$ cat src/rtl/pmc_pkg.sv
package pmc_pkg;
    typedef enum logic [1:0] {
        M_RUN   = 2'd0,
        M_IDLE  = 2'd1,
        M_PDOWN = 2'd2,
        M_WAKE  = 2'd3
    } pmode_e;
endpackage

$ cat src/rtl/pmc_rst_filter.sv
module pmc_rst_filter #(
    parameter int MC_DIV = 12,
    parameter int RST_MC = 2
) (
    input  logic clk,
    input  logic arst_n,
    input  logic rst_pin,
    input  logic run_en,
    output logic rst_next,
    output logic core_rst
);
    localparam int PW = (MC_DIV > 1) ? $clog2(MC_DIV) : 1;
    localparam int CW = $clog2(RST_MC + 1);

    typedef struct packed {
        logic [PW-1:0] phase;
        logic [CW-1:0] mcnt;
        logic          hold;
    } flt_t;

    flt_t q, d;
    logic hit;

    always_comb begin
        d   = q;
        hit = run_en && rst_pin && (q.phase == PW'(MC_DIV - 1))
              && (q.mcnt == CW'(RST_MC - 1));
        if (!rst_pin) begin
            d.phase = '0;
            d.mcnt  = '0;
            d.hold  = 1'b0;
        end else if (run_en && !q.hold) begin
            if (q.phase == PW'(MC_DIV - 1)) begin
                d.phase = '0;
                d.mcnt  = q.mcnt + CW'(1);
            end else begin
                d.phase = q.phase + PW'(1);
            end
            if (hit) d.hold = 1'b1;
        end
    end

    always_ff @(posedge clk or negedge arst_n) begin
        if (!arst_n) q <= '0;
        else         q <= d;
    end

    assign rst_next = d.hold;
    assign core_rst = q.hold;

    p_rst_source_r1: assert property (@(posedge clk) disable iff (!arst_n)
        $rose(core_rst) |-> $past(rst_pin));
    p_phase_range_r1: assert property (@(posedge clk) disable iff (!arst_n)
        int'(q.phase) < MC_DIV);
    p_release_r2: assert property (@(posedge clk) disable iff (!arst_n)
        (core_rst && !rst_pin) |=> !core_rst);
endmodule

$ cat src/rtl/pmc_once_strap.sv
module pmc_once_strap (
    input  logic clk,
    input  logic arst_n,
    input  logic rst_next,
    input  logic core_rst,
    input  logic ale_in,
    input  logic psen_in,
    output logic test_mode
);
    typedef struct packed {
        logic armed;
        logic once;
    } strap_t;

    strap_t q, d;
    logic   release_edge;

    always_comb begin
        d            = q;
        release_edge = core_rst && !rst_next;
        if (rst_next) begin
            if (!ale_in && psen_in) d.armed = 1'b1;
            else if (ale_in)        d.armed = 1'b0;
        end else begin
            d.armed = 1'b0;
        end
        if (rst_next && !core_rst) d.once = 1'b0;
        if (release_edge)          d.once = q.armed && !ale_in;
    end

    always_ff @(posedge clk or negedge arst_n) begin
        if (!arst_n) q <= '0;
        else         q <= d;
    end

    assign test_mode = q.once;

    p_once_entry_r10: assert property (@(posedge clk) disable iff (!arst_n)
        $rose(q.once) |-> $past(core_rst && !ale_in));
    p_once_sticky_r11: assert property (@(posedge clk) disable iff (!arst_n)
        (q.once && !core_rst) |=> (q.once || core_rst));
endmodule

$ cat src/rtl/pmc_mode_fsm.sv
module pmc_mode_fsm
    import pmc_pkg::*;
#(
    parameter int NINT = 2
) (
    input  logic            clk,
    input  logic            arst_n,
    input  logic            idle_req,
    input  logic            pd_req,
    input  logic            irq_evt,
    input  logic [NINT-1:0] ext_int_n,
    input  logic [NINT-1:0] ext_int_en,
    input  logic [NINT-1:0] ext_int_lvl,
    input  logic            osc_stable,
    input  logic            rst_pin,
    input  logic            rst_next,
    input  logic            core_rst,
    input  logic            once,
    input  logic            ext_exec,
    output logic            cpu_clk_en,
    output logic            per_clk_en,
    output logic            osc_en,
    output logic            strobe_park,
    output logic            strobe_lvl
);
    typedef struct packed {
        pmode_e mode;
    } fsm_t;

    fsm_t q, d;
    logic wake_pin;

    always_comb begin
        d        = q;
        wake_pin = |(ext_int_en & ext_int_lvl & ~ext_int_n);
        unique case (q.mode)
            M_RUN: begin
                if (!core_rst) begin
                    if (pd_req)        d.mode = M_PDOWN;
                    else if (idle_req) d.mode = M_IDLE;
                end
            end
            M_IDLE:  if (irq_evt)                 d.mode = M_RUN;
            M_PDOWN: if (wake_pin)                d.mode = M_WAKE;
            M_WAKE:  if (osc_stable && !wake_pin) d.mode = M_RUN;
            default: d.mode = M_RUN;
        endcase
        if (rst_next) d.mode = M_RUN;
    end

    always_ff @(posedge clk or negedge arst_n) begin
        if (!arst_n) q <= '{mode: M_RUN};
        else         q <= d;
    end

    assign cpu_clk_en  = (q.mode == M_RUN);
    assign per_clk_en  = (q.mode == M_RUN) || (q.mode == M_IDLE);
    assign osc_en      = once || rst_pin || (q.mode != M_PDOWN);
    assign strobe_park = !once && (q.mode != M_RUN);
    assign strobe_lvl  = !ext_exec;

    p_idle_entry_r3: assert property (@(posedge clk) disable iff (!arst_n)
        (q.mode == M_RUN && !core_rst && !rst_next && idle_req && !pd_req)
        |=> (!cpu_clk_en && per_clk_en));
    p_rst_clears_r4: assert property (@(posedge clk) disable iff (!arst_n)
        $rose(core_rst) |-> (q.mode == M_RUN));
    p_pd_prio_r5: assert property (@(posedge clk) disable iff (!arst_n)
        (q.mode == M_RUN && !core_rst && !rst_next && pd_req)
        |=> (q.mode == M_PDOWN));
    p_pd_hold_r6: assert property (@(posedge clk) disable iff (!arst_n)
        (q.mode == M_PDOWN && !wake_pin && !rst_next) |=> (q.mode == M_PDOWN));
    p_wake_wait_r7: assert property (@(posedge clk) disable iff (!arst_n)
        (q.mode == M_WAKE && !osc_stable && !rst_next) |=> (q.mode == M_WAKE));
    p_rst_ignores_req_r12: assert property (@(posedge clk) disable iff (!arst_n)
        (core_rst && rst_next) |=> (q.mode == M_RUN));
endmodule

$ cat src/rtl/pwr_mode_ctrl.sv
module pwr_mode_ctrl #(
    parameter int MC_DIV = 12,
    parameter int RST_MC = 2,
    parameter int NINT   = 2
) (
    input  logic            clk,
    input  logic            arst_n,
    input  logic            rst_pin,
    input  logic            idle_req,
    input  logic            pd_req,
    input  logic            irq_evt,
    input  logic [NINT-1:0] ext_int_n,
    input  logic [NINT-1:0] ext_int_en,
    input  logic [NINT-1:0] ext_int_lvl,
    input  logic            osc_stable,
    input  logic            ale_in,
    input  logic            psen_in,
    input  logic            ext_exec,
    output logic            cpu_clk_en,
    output logic            per_clk_en,
    output logic            osc_en,
    output logic            core_rst,
    output logic            test_mode,
    output logic            strobe_park,
    output logic            strobe_lvl
);
    logic rst_next;
    logic run_en;

    assign run_en = osc_en && osc_stable;

    pmc_rst_filter #(.MC_DIV(MC_DIV), .RST_MC(RST_MC)) u_filter (
        .clk      (clk),
        .arst_n   (arst_n),
        .rst_pin  (rst_pin),
        .run_en   (run_en),
        .rst_next (rst_next),
        .core_rst (core_rst)
    );

    pmc_once_strap u_strap (
        .clk       (clk),
        .arst_n    (arst_n),
        .rst_next  (rst_next),
        .core_rst  (core_rst),
        .ale_in    (ale_in),
        .psen_in   (psen_in),
        .test_mode (test_mode)
    );

    pmc_mode_fsm #(.NINT(NINT)) u_fsm (
        .clk         (clk),
        .arst_n      (arst_n),
        .idle_req    (idle_req),
        .pd_req      (pd_req),
        .irq_evt     (irq_evt),
        .ext_int_n   (ext_int_n),
        .ext_int_en  (ext_int_en),
        .ext_int_lvl (ext_int_lvl),
        .osc_stable  (osc_stable),
        .rst_pin     (rst_pin),
        .rst_next    (rst_next),
        .core_rst    (core_rst),
        .once        (test_mode),
        .ext_exec    (ext_exec),
        .cpu_clk_en  (cpu_clk_en),
        .per_clk_en  (per_clk_en),
        .osc_en      (osc_en),
        .strobe_park (strobe_park),
        .strobe_lvl  (strobe_lvl)
    );

    p_osc_in_test_r11: assert property (@(posedge clk) disable iff (!arst_n)
        test_mode |-> (osc_en && !strobe_park));
endmodule

$ cat config.mk
export PLATFORM = sky130hd
export DESIGN_NAME = pwr_mode_ctrl
export DESIGN_NICKNAME = d
export VERILOG_FILES = /design/src/rtl/pmc_pkg.sv /design/src/rtl/pmc_rst_filter.sv /design/src/rtl/pmc_once_strap.sv /design/src/rtl/pmc_mode_fsm.sv /design/src/rtl/pwr_mode_ctrl.sv
export SDC_FILE = /design/constraint.sdc
export NUM_CORES = 1
export LEC_CHECK = 0
export BUFFER_PORTS_ARGS = -buffer_cell sky130_fd_sc_hd__buf_4
export CORE_MARGIN = 10
export CORE_UTILIZATION = 35
export CTS_BUF_LIST = sky130_fd_sc_hd__clkbuf_8
export CTS_CLUSTER_DIAMETER = 100
export DETAILED_ROUTE_END_ITERATION = 12
export PLACE_DENSITY = 0.66
export SYNTH_ARGS = -nofsm -noshare
export SYNTH_HDL_FRONTEND = slang
export SYNTH_SLANG_ARGS = --single-unit
$ cat constraint.sdc
create_clock -name clk -period 1.4 [get_ports clk]
set_input_delay 0.07 -clock clk [delete_from_list [all_inputs] [get_ports clk]]
set_output_delay 0.07 -clock clk [all_outputs]
set_load 0.03 [all_outputs]
==> impl_results.md, run 1 <==
* Gp weighted congestion at 0.725
* Crit path from: u_fsm.q[1]
* Worst-path clk slew at 0.05 ns
* DRC Markers at 0
* Ant diodes at 0
* Unrepaired setup endpoints after global routing: true
* First-pass GRT wire length at 2650 um
* Worst vdd ir at 0.000501 V
* Final Critical Period at 1.37 ns
* Leak pwr at 0.445 nW
* Clk pwr share at 26.6%
* DP Wirelength at 1220 um
* Part of the cycle the worst path needs at 97.6%
* R2R Setup Slk at 0.09 ns
* P per Cell Area at 1260 nW/um^2
* Combinational power share at 39.9%
* FF+latch count, synth at 11
* Die area at 3850 sq um
* Fmax at 0.732 GHz
* Final-report hold violation count at 0
* Port bufs at 22
* Drt via density at 4.82
* Syn Area/Cell at 9.53 sq um
* DR pass1 iterations at 4
* CP Class: reg2out
* Worst reg2reg path depth at 4
* Slew headroom at 76.6%
* Syn nets at 83
* Via count at 574
* Cell count after placement at 112
* Worst Hold Depth at 2
* RR Startpoint: u_filter.q[3]
* Initial Utilization at 36.3%
* Sequential share of the synthesized area at 44.4%
* Switching share of power at 34.1%
* Startpoint Class: flip-flop
* Reg power frac at 33.4%
* Mapped Area at 619 sq um
* DRT iter0 DRCs at 15
* Nets@finish at 113
* Hold WS at 0.0871 ns
* Longest Clk Path Bufs at 2
* Die X at 62.1 um
* CP endpoint: osc_en
* Clk_skew at 0.00215 ns
* Final Max Tran Viols at 0
* Cell-internal power at 746 uW
* Num rows at 15
* CTS Buf Count at 3
* Final wirelength at 1570 um
* Core Footprint at 1710 sq um
* Most frequent cells in the layout: 24 x buf_4, 11 x dfrtp_1, 7 x inv_1, 6 x nor2_1, 5 x nand2_1
* Share of cells above drive strength 1 at 37.2%
* Endpoints failing setup at 0
* Status: finished clean
* Aggregate global routing overflow at 0
* WL/cell at 13.2 um
* Chip height at 62.1 um
* Data required time at the worst endpoint at 1.33 ns
* # IOs at 23
* GRT Util Overall at 9.10%
* Power after layout at 1.13 mW
* Largest net degree at the start of global routing at 13
* Sw Pwr at 387 uW
* Worst EP arrival at 1.30 ns
* HP Class: in2reg
* Reg-to-reg endpoint: u_filter.q[5]
* H-tree depth at 1
* Skew-Pair Late Insertion Delay at 0.23 ns
* Least-Margin Pin Slew at 0.349 ns
* Initial antenna violation count at 0
* Clock Sinks at 11
* Max Cap Violations at 0
* Syn Inst Count at 65
* Syn. warnings at 0
* Final ANT Viol Nets at 0
* Most common cell after layout, fill and taps aside: buf_4
* CP Max Fanout at 2
* Synth cell types at 25
* CTS tree: done
* Syn-to-layout area delta at 45.3%
* Crit. End Element: output port
* Vias in the first global route at 616
* Root Buffer: clkbuf_8
* Fin cells at 119
cell type report:
type | instances | area, sq um
Timing Repair Buffer | 26 | 201
Fill cell | 167 | 808
Multi-Input combinational cell | 46 | 320
Sequential cell | 11 | 275
Clock buffer | 3 | 41.3
Inverter | 7 | 26.3
Tap cell | 25 | 31.3
Clock inverter | 1 | 3.75
metrics by stage:
stage	TNS [ns]	utilization, %	area (sq um)	setup WS (ns)
3_5_place_dp	0	47.5	812	0.0619
3_3_place_gp	0	47.5	812	0.106
2_1_floorplan	0	-	619	0.0390
5_1_grt	-0.00743	52.7	900	-0.00743
4_1_cts	0	51.6	882	0.00973
6_report	0	52.7	900	0.0339
power by group through the flow:
| stage | registers (mW) | logic, mW | clock network [mW] |
|---|---|---|---|
| after detailed placement | 0.402 | 0.366 | 0 |
| final | 0.379 | 0.452 | 0.301 |
| after CTS | 0.373 | 0.440 | 0.318 |
| after global placement | 0.399 | 0.361 | 0 |
| after global routing | 0.382 | 0.492 | 0.336 |
| after floorplan | 0.392 | 0.219 | 0 |
sequential cells by signal, summed over array words and instances, names as in the netlist:
name	count
u_filter.q	6
u_strap.q	1
u_fsm.q	2
u_strap.test_mode	1
u_filter.core_rst	1
worst max-delay path: stages (launching register included):
cell and delay (ns):
dfrtp_1 0.36, inv_2 0.04, or4_4 0.50, buf_6 0.15
timing repair:
item	in CTS	in global routing
setup endpoints to repair	1	5
setup buffers	2	0
endpoints found under the hold margin	11	0
gates resized for setup	0	6
hold buffers	1	0
pin swaps	0	1
cell families after synthesis:
family | count (synthesis) | share of synthesized area (%)
adders and majority gates | 2 | 4.04
AOI/OAI and AO/OA | 16 | 16.8
buffers and inverters | 8 | 6.06
DFF | 11 | 44.4
and+or+nand+nor | 26 | 25.5
muxes | 2 | 3.23
cells in the mapped netlist (all sizes together):
| library cell | n | share of area [%] |
|---|---|---|
| a311oi | 2 | 2.8 |
| o21ai | 5 | 4.0 |
| nand2b | 2 | 3.2 |
| nand2 | 5 | 3.0 |
| a21oi | 5 | 4.6 |
| buf | 1 | 1.8 |
| or3b | 1 | 1.4 |
| nand3 | 3 | 2.4 |
| or4 | 2 | 2.4 |
| a31oi | 1 | 1.0 |
| nand3b | 1 | 3.2 |
| dfrtp | 11 | 44 |
| and2 | 1 | 1.0 |
| o22a | 1 | 1.4 |
| nor2 | 6 | 3.6 |
| o311ai | 1 | 1.4 |
| or3 | 3 | 3.0 |
| inv | 7 | 4.2 |
| nor2b | 2 | 2.0 |
| mux2i | 2 | 3.2 |
| a221oi | 1 | 1.4 |
| ha | 2 | 4.0 |
routing by layer:
layer | wire length, um | GRT usage [%] | vias to the layer above
met5 | 0 | 0 | -
met4 | 10 | 3.82 | 0
met3 | 200 | 4.27 | 2
met2 | 684 | 15.1 | 21
met1 | 677 | 9.73 | 261
li1 | - | - | 290
worst min path at each step:
stage	endpoint	from	slack, ns
final	u_fsm.q[1]	osc_stable	0.09
after global routing	u_fsm.q[1]	osc_stable	0.09
after CTS	u_fsm.q[1]	osc_stable	0.08
after detailed placement	u_strap.q[1]	arst_n	-0.08
after global placement	u_strap.q[1]	arst_n	-0.09
after floorplan	u_filter.core_rst	arst_n	-0.23
(Power assumes the default switching activity.)
==> run 2: changes to the inputs <==
--- a/config.mk
+++ b/config.mk
@@ -6,12 +6,14 @@
 export NUM_CORES = 1
 export LEC_CHECK = 0
 export BUFFER_PORTS_ARGS = -buffer_cell sky130_fd_sc_hd__buf_4
+export CELL_PAD_IN_SITES_DETAIL_PLACEMENT = 1
+export CELL_PAD_IN_SITES_GLOBAL_PLACEMENT = 1
 export CORE_MARGIN = 10
 export CORE_UTILIZATION = 35
 export CTS_BUF_LIST = sky130_fd_sc_hd__clkbuf_8
 export CTS_CLUSTER_DIAMETER = 100
 export DETAILED_ROUTE_END_ITERATION = 12
-export PLACE_DENSITY = 0.66
+export PLACE_DENSITY = 0.83
 export SYNTH_ARGS = -nofsm -noshare
 export SYNTH_HDL_FRONTEND = slang
 export SYNTH_SLANG_ARGS = --single-unit
==> impl_results.md, run 2 (synthesized netlist as in run 1, its figures left out) <==
* Leak pwr at 0.460 nW (+3.5%)
* Ant diodes at 0 (unchanged)
* Share of cells above drive strength 1 at 38.1% (+0.91 points)
* P per Cell Area at 1320 nW/um^2 (+4.7%)
* Startpoint Class: flip-flop
* Unrepaired setup endpoints after global routing: true
* Die X at 62.1 um (unchanged)
* Longest Clk Path Bufs at 2 (unchanged)
* WL/cell at 15.2 um (+15%)
* Most common cell after layout, fill and taps aside: buf_4
* Part of the cycle the worst path needs at 100% (+2.8 points)
* First-pass GRT wire length at 2840 um (+7.0%)
* Reg-to-reg endpoint: u_filter.q[5]
* Post-route setup slack at -0.00472 ns (-0.0386 ns)
* Num rows at 15 (unchanged)
* CTS Buf Count at 3 (unchanged)
* Aggregate global routing overflow at 0 (unchanged)
* Final instance area at 925 sq um (+2.8%)
* Root Buffer: clkbuf_8
* Worst vdd ir at 0.000575 V (+15%)
* H-tree depth at 1 (unchanged)
* Die area at 3850 sq um (unchanged)
* Syn-to-layout area delta at 49.3%
* CP Max Fanout at 2 (unchanged)
* Gp weighted congestion at 0.725 (about the same)
* Vias in the first global route at 648 (+5.2%)
* Max Cap Violations at 0 (unchanged)
* Least-Margin Pin Slew at 0.324 ns (-0.0256 ns)
* Worst EP arrival at 1.33 ns (+0.03 ns)
* Switching share of power at 35.7% (+1.5 points)
* Clock Sinks at 11 (unchanged)
* Clk pwr share at 26.6% (about the same)
* Port bufs at 22 (unchanged)
* Worst reg2reg path depth at 4 (unchanged)
* CTS tree: done
* Initial Utilization at 36.3% (unchanged)
* Cell-internal power at 784 uW (+5.1%)
* Final Max Tran Viols at 0 (unchanged)
* Final Critical Period at 1.40 ns (+0.0386 ns)
* Final-report hold violation count at 0 (unchanged)
* GRT Util Overall at 10.0% (+0.92 points)
* Drt via density at 4.96 (+2.8%)
* Skew-Pair Late Insertion Delay at 0.24 ns (about the same)
* Failing checks: setup timing
* CP Class: reg2out
* Via count at 605 (+5.4%)
* Worst Hold Depth at 2 (unchanged)
* RR Startpoint: u_filter.q[3]
* Crit path from: u_fsm.q[1]
* # IOs at 23 (unchanged)
* Placement Setup Slack at 0.0276 ns (-0.0342 ns)
* R2R Setup Slk at 0.11 ns (+0.02 ns)
* Hold_sp: rst_pin
* Cell count after placement at 112 (unchanged)
* DRT iter0 DRCs at 11 (-4)
* Combinational power share at 41.8% (+1.9 points)
* Hold endpoint: u_strap.test_mode
* Initial antenna violation count at 0 (unchanged)
* DRC Markers at 0 (unchanged)
* DP Wirelength at 1330 um (+9.8%)
* Fillers at 204 (+22%)
* Data required time at the worst endpoint at 1.33 ns (about the same)
* Final core occ at 54.1% (+1.5 points)
* Global Route met3 Usage at 4.47% (+0.20 points)
* Met1 usage in global routing at 10.6% (+0.85 points)
* Fmax at 0.712 GHz (-2.8%)
* Crit. End Element: output port
* Hold WS at 0.0735 ns (-0.0136 ns)
* Layer with the highest usage: met2
* Nets@finish at 116 (+2.7%)
* Clk_skew at 0.00320 ns (+0.00105 ns)
* Sw Pwr at 435 uW (+12%)
* Max reg flops at 6 (unchanged)
* Routing usage on met2 at 16.7% (+1.6 points)
* Most flop-heavy register: u_filter.q
* Worst-path clk slew at 0.05 ns (about the same)
* Most frequent cells in the layout: 27 x buf_4, 11 x dfrtp_1, 7 x inv_1, 6 x nor2_1, 5 x nand2_1
* DR pass1 iterations at 3 (-1)
* Largest net degree at the start of global routing at 13 (unchanged)
* HP Class: in2reg
* Slew headroom at 78.3% (+1.7 points)
* Core Footprint at 1710 sq um (unchanged)
* Reg power frac at 31.6% (-1.8 points)
* Post-DP Area at 812 sq um (unchanged)
* Status: finished, violations left
* Fin cells at 122 (+2.5%)
* Top Registers: u_filter.q (6), u_fsm.q (2)
* Final ANT Viol Nets at 0 (unchanged)
* Endpoints failing setup at 1 (+1)
* Final wirelength at 1850 um (+18%)
* Chip height at 62.1 um (unchanged)
==> run 2: cell types whose count changed in the layout (fill, tap and decap cells not counted), sizes merged <==
| cell | previous run | this run |
|---|---|---|
| buf | 25 | 28 |
==> run 2: how the worst max path moves through the flow <==
| stage | cells past startpoint | to | slack [ns] |
|---|---|---|---|
| after floorplan | 4 | u_filter.q[3] | 0.04 |
| after global placement | 4 | u_filter.q[3] | 0.11 |
| after detailed placement | 4 | u_filter.q[5] | 0.03 |
| after CTS | 3 | osc_en | 0.003 |
| after global routing | 3 | osc_en | -0.03 |
| final | 3 | osc_en | -0.005 |
==> run 2: per-layer routing <==
metal / wire, um / vias to the layer above / part of all wire (%)
met5: 0 / - / 0
met4: 36 / 0 / 1.9
met3: 190 / 3 / 10
met2: 877 / 18 / 47
met1: 747 / 291 / 40
li1: - / 293 / -
==> run 2: stage by stage <==
step / total power [mW] / setup TNS [ns]
2_1_floorplan: 0.611 / 0
3_3_place_gp: 0.759 / 0
3_5_place_dp: 0.772 / 0
4_1_cts: 1.16 / 0
5_1_grt: 1.28 / -0.0332
6_report: 1.22 / -0.00472
==> run 2: critical path, stage by stage, from the launching register on <==
cell,delay (ns)
dfrtp_1,0.38
inv_2,0.05
or4_4,0.51
buf_6,0.15
==> run 2: layout make-up <==
type                            count  area [sq um]  area share, %
Clock buffer                        3          41.3           4.47
Clock inverter                      1          3.75          0.406
Inverter                            7          26.3           2.84
Multi-Input combinational cell     46           323           34.9
Sequential cell                    11           275           29.8
Tap cell                           25          31.3           3.38
Timing Repair Buffer               29           224           24.2
==> run 2: power groups by stage <==
stage | registers, mW | clock network (mW) | logic (mW)
final | 0.385 | 0.324 | 0.509
after CTS | 0.377 | 0.332 | 0.454
after global routing | 0.387 | 0.350 | 0.547
after global placement | 0.400 | 0 | 0.359
after floorplan | 0.392 | 0 | 0.219
after detailed placement | 0.404 | 0 | 0.368
==> run 2: repair_timing <==
action / in CTS / in global routing
gates resized for setup: 2 / 4
setup buffers: 2 / 3
endpoints found under the hold margin: 11 / 0
endpoints found under the setup margin: 1 / 6
hold buffers: 1 / 0
==> run 3: changes to the inputs <==
--- a/config.mk
+++ b/config.mk
@@ -13,6 +13,7 @@
 export CTS_BUF_LIST = sky130_fd_sc_hd__clkbuf_8
 export CTS_CLUSTER_DIAMETER = 100
 export DETAILED_ROUTE_END_ITERATION = 12
+export GPL_TIMING_DRIVEN = 0
 export PLACE_DENSITY = 0.83
 export SYNTH_ARGS = -nofsm -noshare
 export SYNTH_HDL_FRONTEND = slang
==> impl_results.md, run 3 (synthesized netlist as in run 1, its figures left out) <==
* Ant diodes at 0 (unchanged)
* DR pass1 iterations at 3 (unchanged)
* CP Max Fanout at 2 (unchanged)
* Most frequent cells in the layout: 23 x buf_4, 10 x dfrtp_1, 7 x inv_1, 6 x nor2_1, 5 x nand2_1
* P per Cell Area at 1270 nW/um^2 (-3.5%)
* Final Max Tran Viols at 0 (unchanged)
* DP Wirelength at 1380 um (+3.2%)
* Port bufs at 22 (unchanged)
* Via count at 597 (-1.3%)
* GRT Util Overall at 10.2% (+0.17 points)
* Worst-path clk slew at 0.05 ns (about the same)
* Skew-Pair Late Insertion Delay at 0.24 ns (about the same)
* DRT iter0 DRCs at 5 (-6)
* Cell count after placement at 112 (unchanged)
* Nets@finish at 113 (-2.6%)
* Initial Utilization at 36.3% (unchanged)
* Fillers at 206 (+0.98%)
* WL/cell at 15.5 um (+2.3%)
* Hold WS at 0.0642 ns (-0.00928 ns)
* Status: finished clean
* Startpoint Class: flip-flop
* Fin Setup TNS at 0 ns (+0.00472 ns)
* Core Footprint at 1710 sq um (unchanged)
* Root Buffer: clkbuf_8
* Max reg flops at 6 (unchanged)
* Die X at 62.1 um (unchanged)
* Data required time at the worst endpoint at 1.33 ns (about the same)
* CTS Buf Count at 3 (unchanged)
* Endpoints failing setup at 0 (-1)
* Crit. End Element: output port
* Unrepaired setup endpoints after global routing: true
* Die area at 3850 sq um (unchanged)
* Max Cap Violations at 0 (unchanged)
* Syn-to-layout area delta at 47.1%
* Vias in the first global route at 648 (unchanged)
* Final-report hold violation count at 0 (unchanged)
* Gp weighted congestion at 0.721 (-0.46%)
* HP Class: in2reg
* Least-Margin Pin Slew at 0.265 ns (-0.0587 ns)
* Leak pwr at 0.447 nW (-2.9%)
* Longest Clk Path Bufs at 2 (unchanged)
* First-pass GRT wire length at 2930 um (+3.4%)
* Final wirelength at 1850 um (-0.22%)
* Fmax at 0.726 GHz (+2.0%)
* DRC Markers at 0 (unchanged)
* Drt via density at 5.02 (+1.2%)
* Slew headroom at 82.1% (+3.8 points)
* Worst vdd ir at 0.000544 V (-5.4%)
* Most flop-heavy register: u_filter.q
* # IOs at 23 (unchanged)
* Final ANT Viol Nets at 0 (unchanged)
* Most common cell after layout, fill and taps aside: buf_4
* Largest net degree at the start of global routing at 12 (-1)
* CTS tree: done
* Final Critical Period at 1.38 ns (-0.0272 ns)
* Aggregate global routing overflow at 0 (unchanged)
* Clk_skew at 0.00142 ns (-0.00178 ns)
* Clock Sinks at 11 (unchanged)
* Worst EP arrival at 1.31 ns (-0.02 ns)
* CP Class: reg2out
* H-tree depth at 1 (unchanged)
* Top Registers: u_filter.q (6), u_fsm.q (2)
* Share of cells above drive strength 1 at 38.3% (+0.15 points)
* Num rows at 15 (unchanged)
* Chip height at 62.1 um (unchanged)
* Fin cells at 119 (-2.5%)
* Part of the cycle the worst path needs at 98.4% (-1.9 points)
* Initial antenna violation count at 0 (unchanged)
-- run 3: area by class of cell --
type	instances	area (sq um)	area share, %
multi-input cells	46	327	35.9
inverters	7	26.3	2.88
clock buffers	3	41.3	4.53
clock inverters	1	3.75	0.412
repair buffers	25	194	21.3
plain buffers	1	11.3	1.24
well taps	25	31.3	3.43
flip-flops and latches	11	277	30.4
-- run 3: through the flow --
stage | worst slack (ns) | util (%) | power, mW | cell area [sq um]
after detailed placement | 0.0189 | 47.8 | 0.776 | 816
after global placement | 0.0698 | 47.8 | 0.762 | 816
final | 0.0225 | 53.3 | 1.16 | 911
after CTS | 0.00286 | 52.3 | 1.16 | 893
after global routing | -0.0257 | 53.3 | 1.22 | 911
after floorplan | 0.0390 | - | 0.611 | 619
-- run 3: routing by layer --
layer / track usage (%) / share of wire (%) / wire [um] / vias up
met2: 17.1 / 50 / 915 / 18
li1: - / - / - / 289
met5: 0 / 0 / 0 / -
met4: 4.78 / 2.2 / 40 / 0
met3: 4.07 / 9.9 / 182 / 5
met1: 10.9 / 38 / 708 / 285
-- run 3: final timing paths --
check                                  start  cells past startpoint                end  slack (ns)
min in group asynchronous             arst_n                      2  u_strap.test_mode        0.23
max reg2reg                u_filter.core_rst                      4      u_filter.q[3]        0.08
min reg2reg                    u_filter.q[2]                      2      u_filter.q[2]        0.56
max in group asynchronous             arst_n                      2      u_filter.q[3]        1.01
max                               u_fsm.q[1]                      3             osc_en        0.02
min                                  rst_pin                      2  u_strap.test_mode        0.06
-- run 3: power by group --
part           switching (mW)  leakage [nW]  total [mW]  internal (mW)
Combinational           0.257         0.274       0.461          0.204
Clock                   0.122        0.0269       0.315          0.193
Sequential             0.0276         0.146       0.381          0.354
Total                   0.407         0.447        1.16          0.751
-- run 3: worst max-delay path: stages, from the launching register on --
cell and delay, ns:
dfrtp_1 0.37, inv_2 0.05, or4_4 0.50, buf_6 0.15
-- run 3: repair_timing --
item	in CTS	in global routing
buffers inserted	2	0
hold buffers	1	0
endpoints found under the hold margin	11	0
setup endpoints to repair	1	9
resized for setup	2	5
pin swaps	0	0
